`src/rtl/pin_path_pkg.sv`:
```
package pin_path_pkg;
  localparam int CFG_W      = 13;
  localparam int DRV_W      = 3;
  localparam int MODE_W     = 3;
  localparam int LO_LSB     = 0;
  localparam int HI_LSB     = LO_LSB + DRV_W;
  localparam int OINV_BIT   = HI_LSB + DRV_W;
  localparam int IINV_BIT   = OINV_BIT + 1;
  localparam int RETIME_BIT = IINV_BIT + 1;
  localparam int MODE_LSB   = RETIME_BIT + 1;
  localparam logic [DRV_W-1:0] DRV_FLOAT = '1;

  typedef enum logic [1:0] {
    SRC_OWN  = 2'd0,
    SRC_PAIR = 2'd1,
    SRC_CMP  = 2'd2
  } srcSelT;

  typedef struct packed {
    srcSelT src;
    logic   schmitt;
    logic   loopback;
    logic   retime;
    logic   invIn;
    logic   invOut;
    logic   floatHi;
    logic   floatLo;
  } pathStrobeT;
endpackage

```
`src/rtl/pin_path_ctrl.sv`:
```
module pin_path_ctrl
  import pin_path_pkg::*;
(
  input  logic [CFG_W-1:0] cfgWord,
  output pathStrobeT       strobe,
  output logic [DRV_W-1:0] driveHigh,
  output logic [DRV_W-1:0] driveLow
);
  logic [MODE_W-1:0] modeCode;

  assign modeCode  = cfgWord[MODE_LSB +: MODE_W];
  assign driveHigh = cfgWord[HI_LSB +: DRV_W];
  assign driveLow  = cfgWord[LO_LSB +: DRV_W];

  always_comb begin
    strobe          = '0;
    strobe.retime   = cfgWord[RETIME_BIT];
    strobe.invIn    = cfgWord[IINV_BIT];
    strobe.invOut   = cfgWord[OINV_BIT];
    strobe.floatHi  = (driveHigh == DRV_FLOAT);
    strobe.floatLo  = (driveLow == DRV_FLOAT);
    unique case (modeCode)
      3'b000: begin strobe.src = SRC_OWN;  strobe.schmitt = 1'b0; strobe.loopback = 1'b0; end
      3'b001: begin strobe.src = SRC_OWN;  strobe.schmitt = 1'b0; strobe.loopback = 1'b1; end
      3'b010: begin strobe.src = SRC_PAIR; strobe.schmitt = 1'b0; strobe.loopback = 1'b1; end
      3'b011: begin strobe.src = SRC_OWN;  strobe.schmitt = 1'b1; strobe.loopback = 1'b0; end
      3'b100: begin strobe.src = SRC_OWN;  strobe.schmitt = 1'b1; strobe.loopback = 1'b1; end
      3'b101: begin strobe.src = SRC_PAIR; strobe.schmitt = 1'b1; strobe.loopback = 1'b1; end
      3'b110: begin strobe.src = SRC_CMP;  strobe.schmitt = 1'b0; strobe.loopback = 1'b0; end
      default: begin strobe.src = SRC_CMP; strobe.schmitt = 1'b0; strobe.loopback = 1'b1; end
    endcase
  end
endmodule

```
`src/rtl/pin_path_data.sv`:
```
module pin_path_data
  import pin_path_pkg::*;
(
  input  logic       clk,
  input  logic       rstN,
  input  pathStrobeT strobe,
  input  logic       pinSelf,
  input  logic       pinPartner,
  input  logic       schmSelf,
  input  logic       schmPartner,
  input  logic       cmpGt,
  input  logic       coreOut,
  input  logic       coreDir,
  output logic       coreIn,
  output logic       padOut,
  output logic       padOe
);
  logic rawIn;
  logic inNow;
  logic outNow;
  logic inReg;
  logic outReg;
  logic pastValid;

  always_comb begin
    unique case (strobe.src)
      SRC_OWN:  rawIn = strobe.schmitt ? schmSelf : pinSelf;
      SRC_PAIR: rawIn = strobe.schmitt ? schmPartner : pinPartner;
      SRC_CMP:  rawIn = cmpGt;
      default:  rawIn = 1'b0;
    endcase
  end

  assign inNow  = rawIn ^ strobe.invIn;
  assign outNow = coreOut ^ strobe.invOut;

  always_ff @(posedge clk) begin
    if (!rstN) begin
      inReg     <= 1'b0;
      outReg    <= 1'b0;
      pastValid <= 1'b0;
    end else begin
      inReg     <= inNow;
      outReg    <= outNow;
      pastValid <= 1'b1;
    end
  end

  assign coreIn = strobe.retime ? inReg : inNow;
  assign padOut = strobe.loopback ? (coreIn ^ strobe.invOut)
                                  : (strobe.retime ? outReg : outNow);
  assign padOe  = coreDir & ~(padOut ? strobe.floatHi : strobe.floatLo);

  AST_RETIME_IN_DELAY: assert property (@(posedge clk) disable iff (!rstN)
    (pastValid && strobe.retime) |-> (coreIn == $past(inNow)));
  AST_RETIME_OUT_DELAY: assert property (@(posedge clk) disable iff (!rstN)
    (pastValid && strobe.retime && !strobe.loopback) |-> (padOut == $past(outNow)));
  AST_OE_NEEDS_DIR: assert property (@(posedge clk) disable iff (!rstN)
    !coreDir |-> !padOe);
  AST_LOOP_FOLLOWS_IN: assert property (@(posedge clk) disable iff (!rstN)
    (strobe.loopback && !strobe.invOut) |-> (padOut == coreIn));
endmodule

```
`src/rtl/pin_digital_path.sv`:
```
module pin_digital_path
  import pin_path_pkg::*;
(
  input  logic             clk,
  input  logic             rstN,
  input  logic [CFG_W-1:0] cfgWord,
  input  logic             pinSelf,
  input  logic             pinPartner,
  input  logic             schmSelf,
  input  logic             schmPartner,
  input  logic             cmpGt,
  input  logic             coreOut,
  input  logic             coreDir,
  output logic             coreIn,
  output logic             padOut,
  output logic             padOe,
  output logic [DRV_W-1:0] driveHigh,
  output logic [DRV_W-1:0] driveLow
);
  pathStrobeT strobe;

  pin_path_ctrl ctrl_i (
    .cfgWord   (cfgWord),
    .strobe    (strobe),
    .driveHigh (driveHigh),
    .driveLow  (driveLow)
  );

  pin_path_data data_i (
    .clk         (clk),
    .rstN        (rstN),
    .strobe      (strobe),
    .pinSelf     (pinSelf),
    .pinPartner  (pinPartner),
    .schmSelf    (schmSelf),
    .schmPartner (schmPartner),
    .cmpGt       (cmpGt),
    .coreOut     (coreOut),
    .coreDir     (coreDir),
    .coreIn      (coreIn),
    .padOut      (padOut),
    .padOe       (padOe)
  );

  AST_DRIVE_FORWARD: assert property (@(posedge clk) disable iff (!rstN)
    (driveHigh == cfgWord[HI_LSB +: DRV_W]) && (driveLow == cfgWord[LO_LSB +: DRV_W]));
  AST_FLOAT_BOTH_OFF: assert property (@(posedge clk) disable iff (!rstN)
    ((cfgWord[HI_LSB +: DRV_W] == DRV_FLOAT) && (cfgWord[LO_LSB +: DRV_W] == DRV_FLOAT)) |-> !padOe);
  AST_PLAIN_OWN_PIN: assert property (@(posedge clk) disable iff (!rstN)
    ((cfgWord[MODE_LSB +: MODE_W] == 3'b000) && !cfgWord[RETIME_BIT] && !cfgWord[IINV_BIT])
      |-> (coreIn == pinSelf));
endmodule

```
`config.mk`:
```
export PLATFORM = sky130hd
export DESIGN_NAME = pin_digital_path
export DESIGN_NICKNAME = d
export VERILOG_FILES = /design/src/rtl/pin_path_pkg.sv /design/src/rtl/pin_path_ctrl.sv /design/src/rtl/pin_path_data.sv /design/src/rtl/pin_digital_path.sv
export SDC_FILE = /design/constraint.sdc
export NUM_CORES = 1
export LEC_CHECK = 0
export CORE_MARGIN = 2
export CORE_UTILIZATION = 25
export DETAILED_ROUTE_END_ITERATION = 7
export HOLD_SLACK_MARGIN = 0.1
export REMOVE_ABC_BUFFERS = 1
export SLEW_MARGIN = 30
export SYNTH_ARGS = -nofsm -noshare
export SYNTH_HDL_FRONTEND = slang
export SYNTH_HIERARCHICAL = 1
export SYNTH_SLANG_ARGS = --single-unit
```
`constraint.sdc`:
```
create_clock -name clk -period 1.8 [get_ports clk]
set_input_delay 0.18 -clock clk [delete_from_list [all_inputs] [get_ports clk]]
set_output_delay 0.18 -clock clk [all_outputs]
set_load 0.02 [all_outputs]
```
==> qor.log <==
qor: pwr.power-per-cell-area 475 nW/um2
qor: floorplan.die_x 42.8 um
qor: setup_path.timing.critical_path.mode_cell mux2i_1
qor: synth.synthCells 50
qor: route.drt-vias-per-instance 4.59
qor: pwr.p_seq_share 13.4%
qor: placement.port-buffer-count 29
qor: synth.netlist_area 375 um2
qor: cts.cts_tree yes
qor: global_route.globalRouteTotalUtil 11.3%
qor: global_route.antenna_found_initial 0
qor: status.status finished, violations left
qor: pwr.power.ir.vdd_worst 0.000241 V
qor: pwr.post-layout-total-power 0.000384 W
qor: setup_path.setup.worst_path.class in2out
qor: global_route.first_global_vias 456
qor: final_layout.final_nets 110
qor: global_route.globalRoute.totalOverflow 0
qor: global_route.global_route_wire_length_before_repair 1680 um
qor: synth.yosysWarningCount 6
qor: pwr.power.internal 0.000263 W
qor: synth.synth.top_cells.by_area buf_4 18%, mux2i_1 13%, dfxtp_1 11%, xor2_1 9.3%, o21ai_0 6.7%
qor: sta.timing_hold_violations_final 0
qor: setup_path.critical_path.slowest_cell or3b_4
qor: final_layout.area_growth 116%
qor: hold_path.holdCritPathClass in2reg
qor: sta.fmax 536 MHz
qor: sta.min_period 1.87 ns
qor: synth.yosys.cell_types.count 23
qor: route.detailedRoute.firstPassIterationCount 4
qor: cts.clk_pin_slew 0.03 ns
qor: floorplan.initial_utilization 27.8%
qor: final_layout.layout_commonest_cell clkdlybuf4s50_1
qor: sta.max_slew_margin 83.4%
qor: floorplan.dieHeight 42.8 um
qor: sta.worst-slew-pin-transition 0.244 ns
qor: setup_path.path_max_fanout 7
qor: flow_run.maxCapViolations 0
qor: cts.cts.hold.buffers_added 0
qor: route.routed_wl 1150 um
qor: pwr.share_comb_of_total_power 61.6%
qor: setup_path.timing.critical_path.to_type output pin
qor: route.routed_wire_length_per_instance 11.4 um
qor: setup_path.max_stage_delay_on_crit_path 0.41 ns
qor: cts.clk_root_buffer_cell clkbuf_4
qor: pwr.total_leakage_power 0.381 nW
qor: pwr.clock_group_share_of_total_power 25.0%
qor: route.first_iter_violations 3
qor: setup_path.crit_path_cell_trace buf_8 > or3b_4 > o21ai_4 > buf_6 > a211oi_2 > mux2i_1 > a211o_1 > mux2i_1 > buf_4
qor: synth.yosysTopAreaCellShare 18.0%
qor: global_route.grt_max_degree 8
qor: cts.clock_tree.buffer_depth 2
qor: cts.clock_sinks 2
qor: cts.number_of_buffers_added_by_the_clock_tree_synthesis_step 3
qor: setup_path.kind_of_cell_adding_the_most_delay_to_the_critical_path compound AO/OA/AOI/OAI gates
qor: setup_path.worstSetupStartpointType input port
qor: synth.average_instance_area_after_synthesis 7.51 um2
qor: floorplan.floorplan.io_pins 31
qor: setup_path.worst_ep_required_time 1.62 ns
qor: setup_path.crit_arrival 1.69 ns
qor: route.dr_total_vias 464
qor: setup_path.worstPathBufferInverterCount 3
qor: synth.seq_area_frac_synth 10.7%
qor: floorplan.rows 13
qor: final_layout.final_core_util 60.0%
qor: final_layout.antenna_cells 0
qor: final_layout.layout.cell_area.non_filler 810 um2
qor: pwr.swShare 31.6%
qor: route.drt_drc_violations_left 0
qor: cts.htree_levels 1
qor: final_layout.final_cell_mix 19 x clkdlybuf4s50_1, 10 x buf_4, 7 x buf_6, 4 x mux2i_1
qor: pwr.netSwitchingPower 0.000121 W
qor: floorplan.core 1350 um2
qor: sta.setup_viol_count_final 1
qor: sta.fin_crit_sh 104%
qor: route.ant_nets 0
qor: sta.final_slew_viol_count 0
qor: sta.unrepaired_setup_endpoints_after_global_routing yes
qor: status.violations setup timing
qor: floorplan.dieArea 1830 um2
qor: sta.totalNegativeSetupSlack -0.0665 ns
qor: placement.placement.cell_area 692 um2
qor: final_layout.final_layout_size_suffix_gt1_share 38.4%
qor: synth.synth_top_area_cell buf_4
qor: sta.postLayoutSetupSlackWorst -0.0665 ns
qor: placement.gp_routability_congestion 0.767
qor: synth.ys_seq_elements 2
-- sequential cells by signal, indices dropped and copies added, names as in the netlist --
register	flops
data_i/inReg	1
data_i/outReg	1
-- layer usage --
layer  global-route usage [%]  share of wire [%]  vias to the layer above
met3                     2.13                8.9                        0
li1                         -                  -                      238
met2                     19.4                 50                       25
met1                     14.0                 41                      201
met4                     3.75                  0                        0
met5                        0                  0                        -
-- timing repair --
item / 4_1_cts / 5_1_grt
endpoints found under the setup margin: 4 / 3
setup buffers: 1 / 2
gates resized for setup: 44 / 14
pin swaps: 4 / 0
-- worst min-delay path, stage by stage --
cell and delay (ns):
clkdlybuf4s50_1 0.41, inv_1 0.06, nor2_1 0.04
-- cells by family (layout without fill, tap and decap cells) --
group | after synthesis | in the layout | share of synthesized area (%)
DFF | 2 | 2 | 10.7
and+or+nand+nor | 17 | 17 | 27.7
AOI/OAI and AO/OA | 9 | 9 | 15.7
muxes | 5 | 5 | 13.3
buffers and inverters | 12 | 48 | 21.0
xor gates and xnor gates | 5 | 5 | 11.7
-- cell type report --
type                    instances  area [um2]
fillers                       134         541
repair buffers                 42         407
multi-input cells              36         310
flip-flops and latches          2        40.0
clock buffers                   3        22.5
well taps                      15        18.8
inverters                       3        11.3
-- stage by stage --
| step | std cells | hold slack (ns) | setup slack (ns) |
|---|---|---|---|
| after global routing | 101 | 0.552 | -0.181 |
| final | 101 | 0.512 | -0.0665 |
| after global placement | 95 | 0.730 | -1.09 |
| after CTS | 99 | 0.509 | -0.0679 |
| after detailed placement | 95 | 0.735 | -1.14 |
| after floorplan | 41 | 0.292 | -0.189 |
-- cell usage after synthesis (all sizes together) --
cell type  count
buf            9
nand3b         1
nor3           1
inv            3
nor2           1
dfxtp          2
nand2b         3
nor2b          2
xor2           4
nor4b          1
nand2          2
o21bai         1
nand3          1
o21ai          5
xnor2          1
and2           2
a21oi          1
mux2i          5
a211oi         1
a211o          1
and3           2
or3b           1
-- worst paths after layout --
| kind | slack, ns | start | end | cells after the start |
|---|---|---|---|---|
| setup / recovery | -0.07 | cfgWord[11] | padOe | 9 |
| hold / removal | 0.51 | rstN | data_i/inReg$_SDFF_PN0_ | 3 |
-- power by group through the flow --
stage | registers, W | logic [W] | clock network [W]
floorplan | 0.0000516 | 0.0000755 | 0
global placement | 0.0000521 | 0.000205 | 0
detailed placement | 0.0000521 | 0.000206 | 0
CTS | 0.0000515 | 0.000208 | 0.0000989
global route | 0.0000518 | 0.000255 | 0.000100
finish | 0.0000515 | 0.000237 | 0.0000960
No activity file was read; power rests on OpenSTA's default activity.
